### config.mk
export PLATFORM = sky130hd
export DESIGN_NAME = vl_strip_seq
export DESIGN_NICKNAME = d
export VERILOG_FILES = /design/src/rtl/vl_strip_pkg.sv /design/src/rtl/vl_split.sv /design/src/rtl/vl_chunk_count.sv /design/src/rtl/vl_base_acc.sv /design/src/rtl/vl_strip_seq.sv
export SDC_FILE = /design/constraint.sdc
export NUM_CORES = 1
export LEC_CHECK = 0
export ABC_AREA = 1
export BUFFER_PORTS_ARGS = -buffer_cell sky130_fd_sc_hd__buf_2
export CAP_MARGIN = 20
export CORE_MARGIN = 1.5
export CORE_UTILIZATION = 35
export CTS_BUF_LIST = sky130_fd_sc_hd__clkbuf_16
export DETAILED_ROUTE_END_ITERATION = 7
export SETUP_SLACK_MARGIN = 0.2
export SLEW_MARGIN = 20
export SYNTH_ARGS = -nofsm -noshare
export SYNTH_HDL_FRONTEND = slang
export SYNTH_SLANG_ARGS = --single-unit
### constraint.sdc
create_clock -name clk -period 2 [get_ports clk]
set_input_delay 0 -clock clk [delete_from_list [all_inputs] [get_ports clk]]
set_output_delay 0 -clock clk [all_outputs]
set_load 0.01 [all_outputs]
### src/rtl/vl_strip_pkg.sv
package vl_strip_pkg;

    typedef enum logic [1:0] {
        PH_IDLE = 2'd0,
        PH_EMIT = 2'd1,
        PH_DONE = 2'd2
    } seq_phase_t;

    function automatic bit is_pow2(input int v);
        return (v > 0) && ((v & (v - 1)) == 0);
    endfunction

endpackage

### src/rtl/vl_split.sv
module vl_split #(
    parameter int MAXVL = 64,
    parameter int CNT_W = 16,
    localparam int LEN_W = $clog2(MAXVL + 1)
) (
    input  logic [CNT_W-1:0] n_val,
    output logic [LEN_W-1:0] rem,
    output logic [CNT_W-1:0] quot
);
    import vl_strip_pkg::*;

    localparam logic [CNT_W-1:0] MAXN = CNT_W'(MAXVL);

    generate
        if (is_pow2(MAXVL)) begin : g_pow2
            localparam int SH = $clog2(MAXVL);
            localparam logic [CNT_W-1:0] MASK = MAXN - 1'b1;
            always_comb begin
                rem  = LEN_W'(n_val & MASK);
                quot = n_val >> SH;
            end
        end else begin : g_div
            logic [CNT_W-1:0] rem_full;
            always_comb begin
                rem_full = n_val % MAXN;
                rem      = LEN_W'(rem_full);
                quot     = n_val / MAXN;
            end
        end
    endgenerate
endmodule

### src/rtl/vl_chunk_count.sv
module vl_chunk_count #(
    parameter int CNT_W = 16
) (
    input  logic             clk,
    input  logic             rst,
    input  logic             load,
    input  logic [CNT_W-1:0] load_val,
    input  logic             dec,
    output logic             is_zero
);
    logic [CNT_W-1:0] left_q;

    always_ff @(posedge clk) begin
        if (rst)
            left_q <= '0;
        else if (load)
            left_q <= load_val;
        else if (dec && left_q != '0)
            left_q <= left_q - 1'b1;
    end

    assign is_zero = (left_q == '0);
endmodule

### src/rtl/vl_base_acc.sv
module vl_base_acc #(
    parameter int CNT_W = 16,
    parameter int LEN_W = 7
) (
    input  logic             clk,
    input  logic             rst,
    input  logic             clear,
    input  logic             step,
    input  logic [LEN_W-1:0] step_len,
    output logic [CNT_W-1:0] base
);
    always_ff @(posedge clk) begin
        if (rst || clear)
            base <= '0;
        else if (step)
            base <= base + CNT_W'(step_len);
    end
endmodule

### src/rtl/vl_strip_seq.sv
module vl_strip_seq #(
    parameter int MAXVL = 64,
    parameter int CNT_W = 16,
    localparam int LEN_W = $clog2(MAXVL + 1)
) (
    input  logic             clk,
    input  logic             rst,
    input  logic             go,
    input  logic [CNT_W-1:0] trip_n,
    input  logic             vl_ready,
    output logic             vl_valid,
    output logic [LEN_W-1:0] vl_len,
    output logic [CNT_W-1:0] vl_base,
    output logic             seq_done
);
    import vl_strip_pkg::*;

    localparam logic [LEN_W-1:0] FULL_LEN = LEN_W'(MAXVL);

    seq_phase_t       phase_q;
    logic [LEN_W-1:0] len_q;
    logic [LEN_W-1:0] rem;
    logic [CNT_W-1:0] quot;
    logic [CNT_W-1:0] later_cnt;
    logic             take_go;
    logic             accept;
    logic             last_chunk;

    assign take_go = go && (phase_q != PH_EMIT);
    assign accept  = (phase_q == PH_EMIT) && vl_ready;
    // full chunks that follow the first one
    assign later_cnt = (rem == '0) ? quot - 1'b1 : quot;

    vl_split #(.MAXVL(MAXVL), .CNT_W(CNT_W)) u_split (
        .n_val (trip_n),
        .rem   (rem),
        .quot  (quot)
    );

    vl_chunk_count #(.CNT_W(CNT_W)) u_cnt (
        .clk      (clk),
        .rst      (rst),
        .load     (take_go),
        .load_val (later_cnt),
        .dec      (accept),
        .is_zero  (last_chunk)
    );

    vl_base_acc #(.CNT_W(CNT_W), .LEN_W(LEN_W)) u_base (
        .clk      (clk),
        .rst      (rst),
        .clear    (take_go),
        .step     (accept),
        .step_len (len_q),
        .base     (vl_base)
    );

    always_ff @(posedge clk) begin
        if (rst) begin
            phase_q <= PH_IDLE;
            len_q   <= '0;
        end else if (take_go) begin
            if (trip_n == '0) begin
                phase_q <= PH_DONE;
            end else begin
                phase_q <= PH_EMIT;
                len_q   <= (rem != '0) ? rem : FULL_LEN;
            end
        end else if (accept) begin
            if (last_chunk)
                phase_q <= PH_DONE;
            else
                len_q <= FULL_LEN;
        end
    end

    assign vl_valid = (phase_q == PH_EMIT);
    assign seq_done = (phase_q == PH_DONE);
    assign vl_len   = len_q;


    a_r5_len_bound: assert property (@(posedge clk) disable iff (rst)
        vl_valid |-> (vl_len != '0 && vl_len <= FULL_LEN));


    a_r6_hold: assert property (@(posedge clk) disable iff (rst)
        (vl_valid && !vl_ready) |=> (vl_valid && $stable(vl_len) && $stable(vl_base)));


    a_r3_base_step: assert property (@(posedge clk) disable iff (rst)
        (vl_valid && vl_ready) |=>
            (!vl_valid || vl_base == $past(vl_base) + CNT_W'($past(vl_len))));


    a_r2_full_after: assert property (@(posedge clk) disable iff (rst)
        (vl_valid && vl_ready) |=> (!vl_valid || vl_len == FULL_LEN));


    a_r11_exclusive: assert property (@(posedge clk) disable iff (rst)
        !(vl_valid && seq_done));


    a_r7_zero_trip: assert property (@(posedge clk) disable iff (rst)
        (go && !vl_valid && trip_n == '0) |=> (seq_done && !vl_valid));
endmodule

==> results.toml <==
[global_routing]
grt_pass1_vias = 2716
antenna_found_initial = 0
grt_overflow = 0
grt_max_degree = 22
grt_pass1_wl_mm = 12.6
grtUsageTotal_pct = 18.1

[synth]
synth_largest_area_cell = "dfxtp_1"
synthMostInstantiatedCell = "nand2_1"
synth_top_area_share_pct = 28.9
synth_cells = 443
synthTopCellsByArea = "dfxtp_1, nand2_1, nor2_1"
ys_warn_count = 0
ys_types = 37
synth_common_cells = "nand2_1, nor2_1, inv_1"
syn_avg_cell_area_um2 = 6.41
synth-seq-cells = 41
syn_area_um2 = 2840
ys_seq_area_share_pct = 28.9
synthArstFlopShare_pct = 0
synth_edf_count = 0
ys.flop_type = "dfxtp_1"
syn_nets = 474

[sta]
final_hold_viol_count = 0
period_needed_ps = 1680
worstMarginPinSlew_ps = 523
max-slew-margin-rel_pct = 65.1
worst_clock_skew_ps = 6.94
holdWs_ps = 5.88
clock.fmax_ghz = 0.596
setup_viol = 0
layout_worst_path_cycle_share_pct = 83.9
setup_tns_ps = 0
rsz0062_at_grt = "false"
drv_slew = 0

[clock_network]
clock-sinks = 41
cts.root.buffer_cell = "clkbuf_16"
clk_pin_slew_ps = 60
cts_inserted_buffers = 5
cts_max_level = 2
postCtsSetupRepairBufs = 0
clock_path_buffers = 2
cts_tree = "done"
insertion_delay_ps = 280

[placed_design]
dp_hpwl_mm = 5.44
io_buffers = 44
placed_area_um2 = 3160
place.gp.congestion = 0.839

[finish]
drive_above_1_share_pct = 19.6
antenna_cells = 0
final_cell_area_um2 = 3450
nNetsFinal = 526
synthToLayoutAreaGrowth_pct = 21.3
fill_cells = 834

[floorplanning]
die-area_um2 = 8670
fp.coreArea_um2 = 7810
die-width_um = 93.1
ios = 45
core.rowCount = 32
start_util_pct = 36.4
die_height_um = 93.1

[power_and_ir_drop]
ir_drop_uv = 429
power_density_nw_per_um2 = 753
finalPower_mw = 2.59
total_leakage_power_nw = 1.64

[route]
drc = 0
drtAntennaViolNets = 0
firstDrtPassIters = 4
vias = 2920
finalWirelength_mm = 7.26
routedWlPerCell_um = 12.1
viasPerCell = 4.88
drtIter0Drc = 100

[setup_path]
worstSetupPathType = "reg2reg"
crit_path_end_kind = "flip-flop"
start_kind = "flip-flop"
arrival_ps = 1860
worstRegToRegCells = 9
crit_required_ps = 2190
worstPathMaxFanout = 3

[hold_path]
holdPathStages = 3
hp-class = "in2reg"

[run_status]
status = "completed"

[run]
maxCapViolations = 0
-- cell usage in the layout, fill, tap and decap left out, types with 2 or more instances in the layout --
| cell type | instances |
|---|---|
| nand2_4 | 3 |
| clkbuf_16 | 5 |
| buf_2 | 44 |
| nand3_1 | 34 |
| o211ai_1 | 5 |
| inv_2 | 6 |
| ha_1 | 8 |
| a21oi_2 | 7 |
| nand3_2 | 2 |
| ha_2 | 2 |
| nor2_2 | 5 |
| o21ai_0 | 13 |
| xnor2_1 | 6 |
| buf_4 | 4 |
| nor3_1 | 2 |
| nand4_1 | 4 |
| nor2_1 | 63 |
| o21bai_1 | 2 |
| o21a_1 | 4 |
| inv_1 | 43 |
| nor2_4 | 2 |
| xor2_1 | 3 |
| nand2_1 | 128 |
| dfxtp_1 | 41 |
| o21ai_2 | 8 |
| nand2_8 | 2 |
| bufinv_16 | 2 |
| dlygate4sd3_1 | 6 |
| a21oi_1 | 27 |
| nand3b_1 | 3 |
| o21ai_1 | 2 |
-- power by group --
group	leakage, nW	internal [mW]	switching [mW]
combinational	1.21	0.227	0.391
clock	0.0938	0.713	0.330
sequential	0.335	0.872	0.0628
total	1.64	1.81	0.783
-- kinds of logic after synthesis --
kind of cell	synth area share (%)
buffers and inverters	8.50
AO/OA/AOI/OAI	15.1
XOR/XNOR	2.77
flip-flops	28.9
adder cells (fa/ha/maj)	5.11
AND/OR/NAND/NOR	39.6
-- metrics by stage --
step / utilization, % / setup slack [ps] / instances
finish: 44.1 / 322 / 598
global route: 44.1 / 208 / 598
CTS: 43.7 / 207 / 598
detailed placement: 40.5 / 215 / 584
global placement: 40.5 / 278 / 584
floorplan: - / 316 / 443
-- timing repair --
item	CTS	global route
hold buffers	6	0
hold endpoints to repair	6	0
endpoints found under the setup margin	0	12
gates resized for setup	0	8
-- path summary, 6_finish.rpt --
check             start               to  slack (ps)
min          trip_n[15]  u_cnt.left_q[9]           6
max           vl_len[0]   u_base.base[6]         320
min reg2reg   vl_len[0]        vl_len[0]         490
max reg2reg   vl_len[0]   u_base.base[6]         320
-- layer usage --
metal  track usage, %  share of wire (%)
met2             31.5                 48
met4             4.92               0.88
met1             22.8                 47
met3             3.01                4.0
met5                0                  0
-- cell type report --
cell class	instances	area (um2)	area share [%]
clock inverter	3	65.1	1.89
multi-input combinational	344	1810	52.6
inverter	49	184	5.34
sequential	41	821	23.8
clock buffer	5	125	3.63
timing repair buffer	54	310	9.01
tap	102	128	3.70
-- worst max-delay path: stages (launching register included) --
cell and delay [ps]:
dfxtp_1 320, ha_1 230, fa_2 380, nand3_1 110, nand3_2 110, a21oi_2 160, or2_2 120, nand3_1 60
nand2_1 70, inv_1 30
-- flip-flops by register name, summed over array words and instances, names as in the netlist --
register and flops:
vl_len 7, u_cnt.left_q 16, u_base.base 16, phase_q 2
(Power assumes the default switching activity.)
